$ cat config.mk
export PLATFORM = sky130hd
export DESIGN_NAME = gpio_cfg_bank
export DESIGN_NICKNAME = d
export VERILOG_FILES = /design/src/rtl/gpio_cfg_pkg.sv /design/src/rtl/gpio_in_sync.sv /design/src/rtl/gpio_pin_regs.sv /design/src/rtl/gpio_cfg_bank.sv
export SDC_FILE = /design/constraint.sdc
export NUM_CORES = 1
export LEC_CHECK = 0
export CAP_MARGIN = 20
export CORE_AREA = 5 5 88 90
export CTS_BUF_LIST = sky130_fd_sc_hd__clkbuf_8
export DETAILED_ROUTE_END_ITERATION = 8
export DIE_AREA = 0 0 93 95
export MAX_ROUTING_LAYER = met4
export PLACE_DENSITY = 0.81
export SLEW_MARGIN = 20
export SYNTH_ARGS = -nofsm -noshare
export SYNTH_HDL_FRONTEND = slang
export SYNTH_SLANG_ARGS = --single-unit
$ cat constraint.sdc
create_clock -name clk -period 1.7 [get_ports clk]
set_input_delay 0.51 -clock clk [delete_from_list [all_inputs] [get_ports clk]]
set_output_delay 0.51 -clock clk [all_outputs]
set_load 0.01 [all_outputs]
$ cat src/rtl/gpio_cfg_pkg.sv
package gpio_cfg_pkg;
  localparam int DATA_W     = 32;
  localparam int FUNC_LSB   = 0;
  localparam int FUNC_MAX_W = 4;
  localparam int BIAS_LSB   = 4;
  localparam int DRV_LSB    = 8;
  localparam int OE_BIT     = 12;
  localparam int IO_IN_BIT  = 0;
  localparam int IO_OUT_BIT = 1;

  typedef struct packed {
    logic pull_up;
    logic pull_dn;
    logic keeper;
  } bias_req_t;

  function automatic bias_req_t bias_decode(input logic [1:0] code, input logic no_keep);
    bias_req_t r;
    r = '0;
    case (code)
      2'd1: r.pull_dn = 1'b1;
      2'd2: if (no_keep) r.pull_up = 1'b1; else r.keeper = 1'b1;
      2'd3: r.pull_up = 1'b1;
      default: ;
    endcase
    return r;
  endfunction

  function automatic logic [DATA_W-1:0] ctl_mask(input int func_w);
    logic [DATA_W-1:0] m;
    m = '0;
    for (int i = 0; i < func_w; i++) m[FUNC_LSB+i] = 1'b1;
    m[BIAS_LSB +: 2] = 2'b11;
    m[DRV_LSB +: 3]  = 3'b111;
    m[OE_BIT]        = 1'b1;
    return m;
  endfunction
endpackage

$ cat src/rtl/gpio_in_sync.sv
module gpio_in_sync #(
  parameter int W = 4
) (
  input  logic         clk,
  input  logic         rst,
  input  logic [W-1:0] d,
  output logic [W-1:0] q
);
  logic [W-1:0] stage1;

  always_ff @(posedge clk) begin
    if (rst) begin
      stage1 <= '0;
      q      <= '0;
    end else begin
      stage1 <= d;
      q      <= stage1;
    end
  end
endmodule

$ cat src/rtl/gpio_pin_regs.sv
module gpio_pin_regs
  import gpio_cfg_pkg::*;
#(
  parameter int FUNC_W = 3
) (
  input  logic              clk,
  input  logic              rst,
  input  logic              wr_ctl,
  input  logic              wr_io,
  input  logic [DATA_W-1:0] wdata,
  input  logic              in_lvl,
  output logic [FUNC_W-1:0] func,
  output logic [1:0]        bias,
  output logic [2:0]        drive,
  output logic              oe,
  output logic              out_lvl,
  output logic [DATA_W-1:0] ctl_word,
  output logic [DATA_W-1:0] io_word
);
  always_ff @(posedge clk) begin
    if (rst) begin
      func    <= '0;
      bias    <= '0;
      drive   <= '0;
      oe      <= 1'b0;
      out_lvl <= 1'b0;
    end else begin
      if (wr_ctl) begin
        func  <= wdata[FUNC_LSB +: FUNC_W];
        bias  <= wdata[BIAS_LSB +: 2];
        drive <= wdata[DRV_LSB +: 3];
        oe    <= wdata[OE_BIT];
      end
      if (wr_io) out_lvl <= wdata[IO_OUT_BIT];
    end
  end

  always_comb begin
    ctl_word = '0;
    ctl_word[FUNC_LSB +: FUNC_W] = func;
    ctl_word[BIAS_LSB +: 2]      = bias;
    ctl_word[DRV_LSB +: 3]       = drive;
    ctl_word[OE_BIT]             = oe;
    io_word = '0;
    io_word[IO_IN_BIT]  = in_lvl;
    io_word[IO_OUT_BIT] = out_lvl;
  end
endmodule

$ cat src/rtl/gpio_cfg_bank.sv
module gpio_cfg_bank
  import gpio_cfg_pkg::*;
#(
  parameter int NUM_PINS  = 4,
  parameter int FUNC_W    = 3,
  parameter bit NO_KEEPER = 1'b0,
  localparam int PIN_W    = (NUM_PINS > 1) ? $clog2(NUM_PINS) : 1,
  localparam int ADDR_W   = PIN_W + 1
) (
  input  logic                       clk,
  input  logic                       rst,
  input  logic                       req_valid,
  input  logic                       req_write,
  input  logic [ADDR_W-1:0]          req_addr,
  input  logic [31:0]                req_wdata,
  output logic                       rsp_valid,
  output logic [31:0]                rsp_rdata,
  input  logic [NUM_PINS-1:0]        pad_in,
  output logic [NUM_PINS-1:0]        pad_oe,
  output logic [NUM_PINS-1:0]        pad_out,
  output logic [NUM_PINS*FUNC_W-1:0] pad_func,
  output logic [NUM_PINS*2-1:0]      pad_bias,
  output logic [NUM_PINS-1:0]        pad_pull_up,
  output logic [NUM_PINS-1:0]        pad_pull_dn,
  output logic [NUM_PINS-1:0]        pad_keeper,
  output logic [NUM_PINS*3-1:0]      pad_drive
);
  logic [PIN_W-1:0]  pin_sel;
  logic              word_sel;
  logic              pin_ok;
  logic [NUM_PINS-1:0] in_sync;
  logic [DATA_W-1:0] ctl_words [NUM_PINS];
  logic [DATA_W-1:0] io_words  [NUM_PINS];
  logic [NUM_PINS-1:0] out_lvls;
  logic [DATA_W-1:0] rd_mux;

  assign pin_sel  = req_addr[ADDR_W-1:1];
  assign word_sel = req_addr[0];
  assign pin_ok   = int'(pin_sel) < NUM_PINS;

  gpio_in_sync #(.W(NUM_PINS)) u_sync (
    .clk(clk), .rst(rst), .d(pad_in), .q(in_sync)
  );

  for (genvar p = 0; p < NUM_PINS; p++) begin : g_pin
    logic      hit;
    bias_req_t breq;
    assign hit = req_valid && req_write && pin_ok && (pin_sel == PIN_W'(p));

    gpio_pin_regs #(.FUNC_W(FUNC_W)) u_regs (
      .clk(clk), .rst(rst),
      .wr_ctl(hit && !word_sel),
      .wr_io(hit && word_sel),
      .wdata(req_wdata),
      .in_lvl(in_sync[p]),
      .func(pad_func[p*FUNC_W +: FUNC_W]),
      .bias(pad_bias[p*2 +: 2]),
      .drive(pad_drive[p*3 +: 3]),
      .oe(pad_oe[p]),
      .out_lvl(out_lvls[p]),
      .ctl_word(ctl_words[p]),
      .io_word(io_words[p])
    );

    assign pad_out[p]     = out_lvls[p] & pad_oe[p];
    assign breq           = bias_decode(pad_bias[p*2 +: 2], NO_KEEPER);
    assign pad_pull_up[p] = breq.pull_up;
    assign pad_pull_dn[p] = breq.pull_dn;
    assign pad_keeper[p]  = breq.keeper;
  end

  always_comb begin
    rd_mux = '0;
    for (int p = 0; p < NUM_PINS; p++) begin
      if (pin_ok && pin_sel == PIN_W'(p))
        rd_mux = word_sel ? io_words[p] : ctl_words[p];
    end
  end

  always_ff @(posedge clk) begin
    if (rst) begin
      rsp_valid <= 1'b0;
      rsp_rdata <= '0;
    end else begin
      rsp_valid <= req_valid && !req_write;
      if (req_valid && !req_write) rsp_rdata <= rd_mux;
    end
  end
endmodule

==> results of run 1 <==
cell usage in the layout (no fill, tap or decap), drive strengths merged, types with 12 or more instances in the layout:
cell,count
dlygate4sd2,61
dfxtp,58
a21oi,44
nand3,41
buf,37
o21ai,37
conb,23
nor2b,19
clkdlybuf4s50,14
clkbuf,12
mux2,12
cell usage after synthesis (all sizes together) (3+ instances only):
cell,number,area (um2)
or3b,4,35.0
dfxtp,58,1160
nor2b,19,119
nand3b,5,37.5
and2,8,50.1
o2111ai,4,35.0
nand2,5,18.8
clkbuf,11,43.8
a22oi,3,22.5
o21ai,37,185
nor2,6,30.0
mux4,3,67.6
mux2,12,143
buf,44,312
a21oi,44,220
nand3,41,205
layer usage:
layer / GRT usage [%] / vias up / share of wire (%) / wire (um)
met5: - / - / 0 / 0
met2: 29.8 / 147 / 47 / 3950
met4: 6.84 / 0 / 1.3 / 108
met1: 26.5 / 1306 / 43 / 3580
met3: 4.86 / 12 / 8.7 / 729
li1: - / 1296 / - / -
cells by family after synthesis:
family / synth area share (%)
buffers and inverters: 12.7
multiplexers: 7.37
other: 0.131
AND/OR/NAND/NOR: 19.7
flip-flops: 40.7
AO/OA/AOI/OAI: 19.4
final cells by class:
cell class              count  area [um2]  area share, %
clock buffers              11         151           3.80
clock inverters             5        52.6           1.32
inverters                   2        7.51          0.188
multi-input cells         231        1420           35.6
flip-flops and latches     58        1180           29.6
well taps                  82         103           2.57
repair buffers            118        1080           27.0
worst register-to-register path, stage by stage, from the launching register on:
cell and delay (ns):
dfxtp_1 0.34, mux2_2 0.26, a222oi_1 0.38, buf_4 0.18
a221oi_2 0.04
state kept, by name (all words and copies together) (netlist names):
signal and cells:
u_sync.q 4, g_pin.u_regs.oe 4, u_sync.stage1 4, g_pin.u_regs.out_lvl 4
rsp_valid 1, g_pin.u_regs.func 12, rsp_rdata 9, g_pin.u_regs.bias 8
g_pin.u_regs.drive 12
timing repair:
item,CTS,global route
cloned,1,0
setup endpoints to repair,96,5
buffers inserted,1,0
pin swaps,0,1
resized for setup,77,8
power by group through the flow:
stage | sequential, mW | clock, mW | combinational [mW]
3_5_place_dp | 1.43 | 0 | 0.373
6_report | 1.40 | 1.30 | 0.380
4_1_cts | 1.40 | 1.32 | 0.375
2_1_floorplan | 1.43 | 0 | 0.227
5_1_grt | 1.40 | 1.38 | 0.410
3_3_place_gp | 1.43 | 0 | 0.369
worst paths after layout:
kind | start | to | cells after the start | slack (ns)
worst max-delay path | g_pin[0].u_regs.bias[1]$_SDFFE_PP0P_ | pad_keeper[0] | 2 | 0.05
worst min-delay path | u_sync.stage1[2]$_SDFF_PP0_ | u_sync.q[2]$_SDFF_PP0_ | 1 | 0.44
worst max register to register | g_pin[0].u_regs.out_lvl$_SDFFE_PP0P_ | rsp_rdata[1]$_SDFFE_PP0P_ | 4 | 0.37
worst min register to register | u_sync.stage1[2]$_SDFF_PP0_ | u_sync.q[2]$_SDFF_PP0_ | 1 | 0.44
==> out/metrics.cfg, run 1 <==
[placement]
place_congestion = 0.875
io_buffers = 81
placed_cells_incl_taps = 489
place_ws_ns = -0.584
dpl.hpwl_mm = 5.79
place_area_um2 = 3790

[cts]
numCtsBuffers = 9
cts_tree = yes
ctsHoldBuffers = 0
cts_htree_levels = 3
cts_buffer_depth = 2
cts_sinks = 58
cts-root-buf = clkbuf_8
clk_pin_slew_ns = 0.06
clock_latency_ns = 0.34

[worst_setup_path]
slowest_stage = dfxtp_2
end_kind = output port
slowest_delay_ns = 0.36
crit_buf_inv = 1
start_kind = register
cp.arrival_ns = 1.14
crit_path_max_fanout = 6
crit_chain = nor2b_1, dlygate4sd2_1
crit_required_ns = 1.19
cp_top_family = flip-flops
crit_type = register to output port

[sta]
finalClockSkew_ns = 0.00543
hold_violations = 0
worst_slack_ns = 0.0515
finalSetupTns_ns = 0
slew_violations = 0
finalSetupViolations = 0
finalCriticalPeriod_ns = 1.65
hold_slack_ns = 0.435
fmax_ghz = 0.607
rsz0062_at_grt = no
period_share_pct = 97.0

[synthesis]
ys_warn_count = 0
async_reset_ff_share_pct = 0
synth-edff-count = 0
synth_seq_cells = 58
synth-main-ff-cell = dfxtp_1
synth_cells = 324
synth.distinct_cells = 37
syn_area_per_cell_um2 = 8.81
seq_area_frac_synth_pct = 40.7
netlist_area_um2 = 2850

[routing]
drt_iter0_markers = 209
routedWlPerCell_um = 16.5
first_pass_iters = 7
ant_nets = 0
drt_wl_total_mm = 8.37
drc = 0
via_per_inst = 5.45
vias = 2761

[power_and_ir_drop]
p_leak_nw = 1.83
switching_power_uw = 775
power_mw = 3.08
power_frac_comb_pct = 12.3
switching_share_pct = 25.2
seq_power_share_pct = 45.5
vdd_drop_max_mv = 0.375
clock_power_share_pct = 42.2
cell_internal_pwr_mw = 2.30
power.density_nw_per_um2 = 772

[finish]
final_nets = 463
fin_area_um2 = 3990
fin_util_pct = 57.1
n_fill_cell = 649
antenna_cells = 0
layout.cells.non_filler = 507
drive_gt1_share_pct = 20.9
area_growth_pct = 39.7

[min_path]
hp-class = register to register

[floorplanning]
dieArea_um2 = 8840
core-area_um2 = 6980
die_height_um = 95
die_w_um = 93
io_pins = 128
initial_core_util_pct = 40.9
rows = 31

[flow_run]
max-cap-violations = 0

[grt]
grt_pass1_wl_mm = 13.3
antenna_found_initial = 0
grt_usage_pct = 20.0
grt_max_degree = 32
grt_pass1_vias = 2613
gr-total-overflow = 0

[status]
status = complete, no violations

(Power assumes the default switching activity.)
==> run 2: changes to the inputs <==
- CTS_CLUSTER_SIZE: default -> 24
==> results of run 2 <==
No change in the layout: final DEF, timing and power equal those of run 1.
==> run 3: changes to the inputs <==
- CORE_AREA: 5 5 88 90 -> 2 2 85 87
- DIE_AREA: 0 0 93 95 -> 0 0 87 89
- SLEW_MARGIN: 20 -> default
==> out/metrics.cfg, run 3 (synthesis results as in run 1) <==
[sta]
finalClockSkew_ns = 0.00676  ; +0.00133 ns
period_share_pct = 97.1  ; about the same
finalCriticalPeriod_ns = 1.65  ; +0.00163 ns
hold_violations = 0  ; unchanged
fmax_ghz = 0.606  ; about the same
finalSetupViolations = 0  ; unchanged
rsz0062_at_grt = no
worst_slack_ns = 0.0499  ; -0.00163 ns
slew_violations = 0  ; unchanged

[worst_setup_path]
end_kind = output port
crit_chain = nor2b_1, clkdlybuf4s15_1
crit_type = register to output port
cp.arrival_ns = 1.14  ; about the same
crit_required_ns = 1.19  ; about the same
crit_path_max_fanout = 6  ; unchanged
slowest_stage = dfxtp_2
slowest_delay_ns = 0.37  ; about the same
crit_buf_inv = 1  ; unchanged
cp_top_family = flip-flops
start_kind = register

[cts]
clk_pin_slew_ns = 0.07  ; about the same
numCtsBuffers = 9  ; unchanged
cts_buffer_depth = 2  ; unchanged
ctsHoldBuffers = 0  ; unchanged
cts_sinks = 58  ; unchanged
cts_tree = yes
clock_latency_ns = 0.34  ; about the same
cts-root-buf = clkbuf_8
cts_htree_levels = 3  ; unchanged

[floorplanning]
dieArea_um2 = 7740  ; -12%
core-area_um2 = 6720  ; -3.8%
initial_core_util_pct = 42.5  ; +1.6 points
die_w_um = 87  ; -6.5%
io_pins = 128  ; unchanged
die_height_um = 89  ; -6.3%
rows = 30  ; -3.2%

[power_and_ir_drop]
p_leak_nw = 1.80  ; -1.6%
power.density_nw_per_um2 = 800  ; +3.6%
vdd_drop_max_mv = 0.406  ; +8.2%
power_mw = 3.18  ; +3.4%

[grt]
grt_pass1_vias = 2436  ; -6.8%
grt_max_degree = 45  ; +41%
gr-total-overflow = 0  ; unchanged
grt_usage_pct = 21.4  ; +1.4 points
antenna_found_initial = 0  ; unchanged
grt_pass1_wl_mm = 12.3  ; -7.0%

[min_path]
hp-class = register to register

[finish]
n_fill_cell = 597  ; -8.0%
layout_commonest_cell = dlygate4sd2_1
mostFrequentLayoutCells = 61 x dlygate4sd2_1, 45 x dfxtp_1, 44 x a21oi_1, 41 x nand3_1, 29 x o21ai_0
antenna_cells = 0  ; unchanged
top_regs = g_pin.u_regs.drive (12), g_pin.u_regs.func (12), rsp_rdata (9)
fin_area_um2 = 3980  ; -0.19%
final_nets = 454  ; -1.9%
area_growth_pct = 39.4
drive_gt1_share_pct = 19.7  ; -1.2 points

[routing]
drt_wl_total_mm = 8.17  ; -2.4%
drc = 0  ; unchanged
via_per_inst = 5.57  ; +2.3%
ant_nets = 0  ; unchanged
first_pass_iters = 5  ; -2
vias = 2762  ; +0.036%
routedWlPerCell_um = 16.5  ; -0.24%
drt_iter0_markers = 293  ; +40%

[placement]
place_congestion = 0.883  ; +0.91%
dpl.hpwl_mm = 5.47  ; -5.5%
io_buffers = 81  ; unchanged
place_ws_ns = -0.535  ; +0.0492 ns
place_area_um2 = 3770  ; -0.53%

[status]
status = complete, no violations

[flow_run]
max-cap-violations = 0  ; unchanged

[run 3: area by class of cell]
cell class / instances / area [um2] / area share [%]
inverter: 2 / 7.51 / 0.189
clock inverter: 6 / 81.3 / 2.04
clock buffer: 10 / 138 / 3.46
sequential: 58 / 1180 / 29.6
multi-input combinational: 231 / 1440 / 36.1
timing repair buffer: 109 / 1040 / 26.1
tap: 80 / 100 / 2.52
[run 3: worst reg2reg max path: stages, from the launching register on]
cell      delay, ns
dfxtp_1        0.34
mux2_2         0.27
a222oi_1       0.34
buf_4          0.17
a221oi_2       0.04
[run 3: power breakdown]
group	internal (mW)	total (mW)	switching, mW
sequential	1.39	1.40	0.0162
combinational	0.168	0.379	0.211
clock	0.854	1.40	0.548
total	2.41	3.18	0.776
[run 3: through the flow]
| step | TNS (ns) | std cells | hold slack [ns] | util [%] |
|---|---|---|---|---|
| floorplan | 0 | 346 | 0.414 | - |
| detailed placement | -20.95 | 478 | 0.426 | 56.1 |
| global route | 0 | 496 | 0.460 | 59.2 |
| global placement | -17.73 | 478 | 0.418 | 56.1 |
| finish | 0 | 496 | 0.437 | 59.2 |
| CTS | 0 | 496 | 0.442 | 58.8 |
[run 3: worst paths after layout]
check                                       startpoint                        end  slack, ns  depth (start not counted)
hold / removal             u_sync.stage1[0]$_SDFF_PP0_     u_sync.q[0]$_SDFF_PP0_       0.44                          1
setup / recovery  g_pin[2].u_regs.bias[0]$_SDFFE_PP0P_             pad_pull_dn[2]       0.05                          2
hold reg to reg            u_sync.stage1[0]$_SDFF_PP0_     u_sync.q[0]$_SDFF_PP0_       0.44                          1
setup reg to reg  g_pin[2].u_regs.func[0]$_SDFFE_PP0P_  rsp_rdata[0]$_SDFFE_PP0P_       0.43                          4
[run 3: routing by layer]
| layer | track usage (%) | part of all wire (%) | up-vias |
|---|---|---|---|
| met4 | 9.52 | 2.6 | 0 |
| met5 | - | 0 | - |
| met1 | 26.7 | 41 | 1298 |
| li1 | - | - | 1279 |
| met2 | 32.3 | 47 | 162 |
| met3 | 5.91 | 8.6 | 23 |
[run 3: what timing repair did]
action / in CTS / in global routing
buffers inserted: 2 / 0
endpoints found under the hold margin: 0 / 0
resized for setup: 79 / 9
setup endpoints to repair: 103 / 22
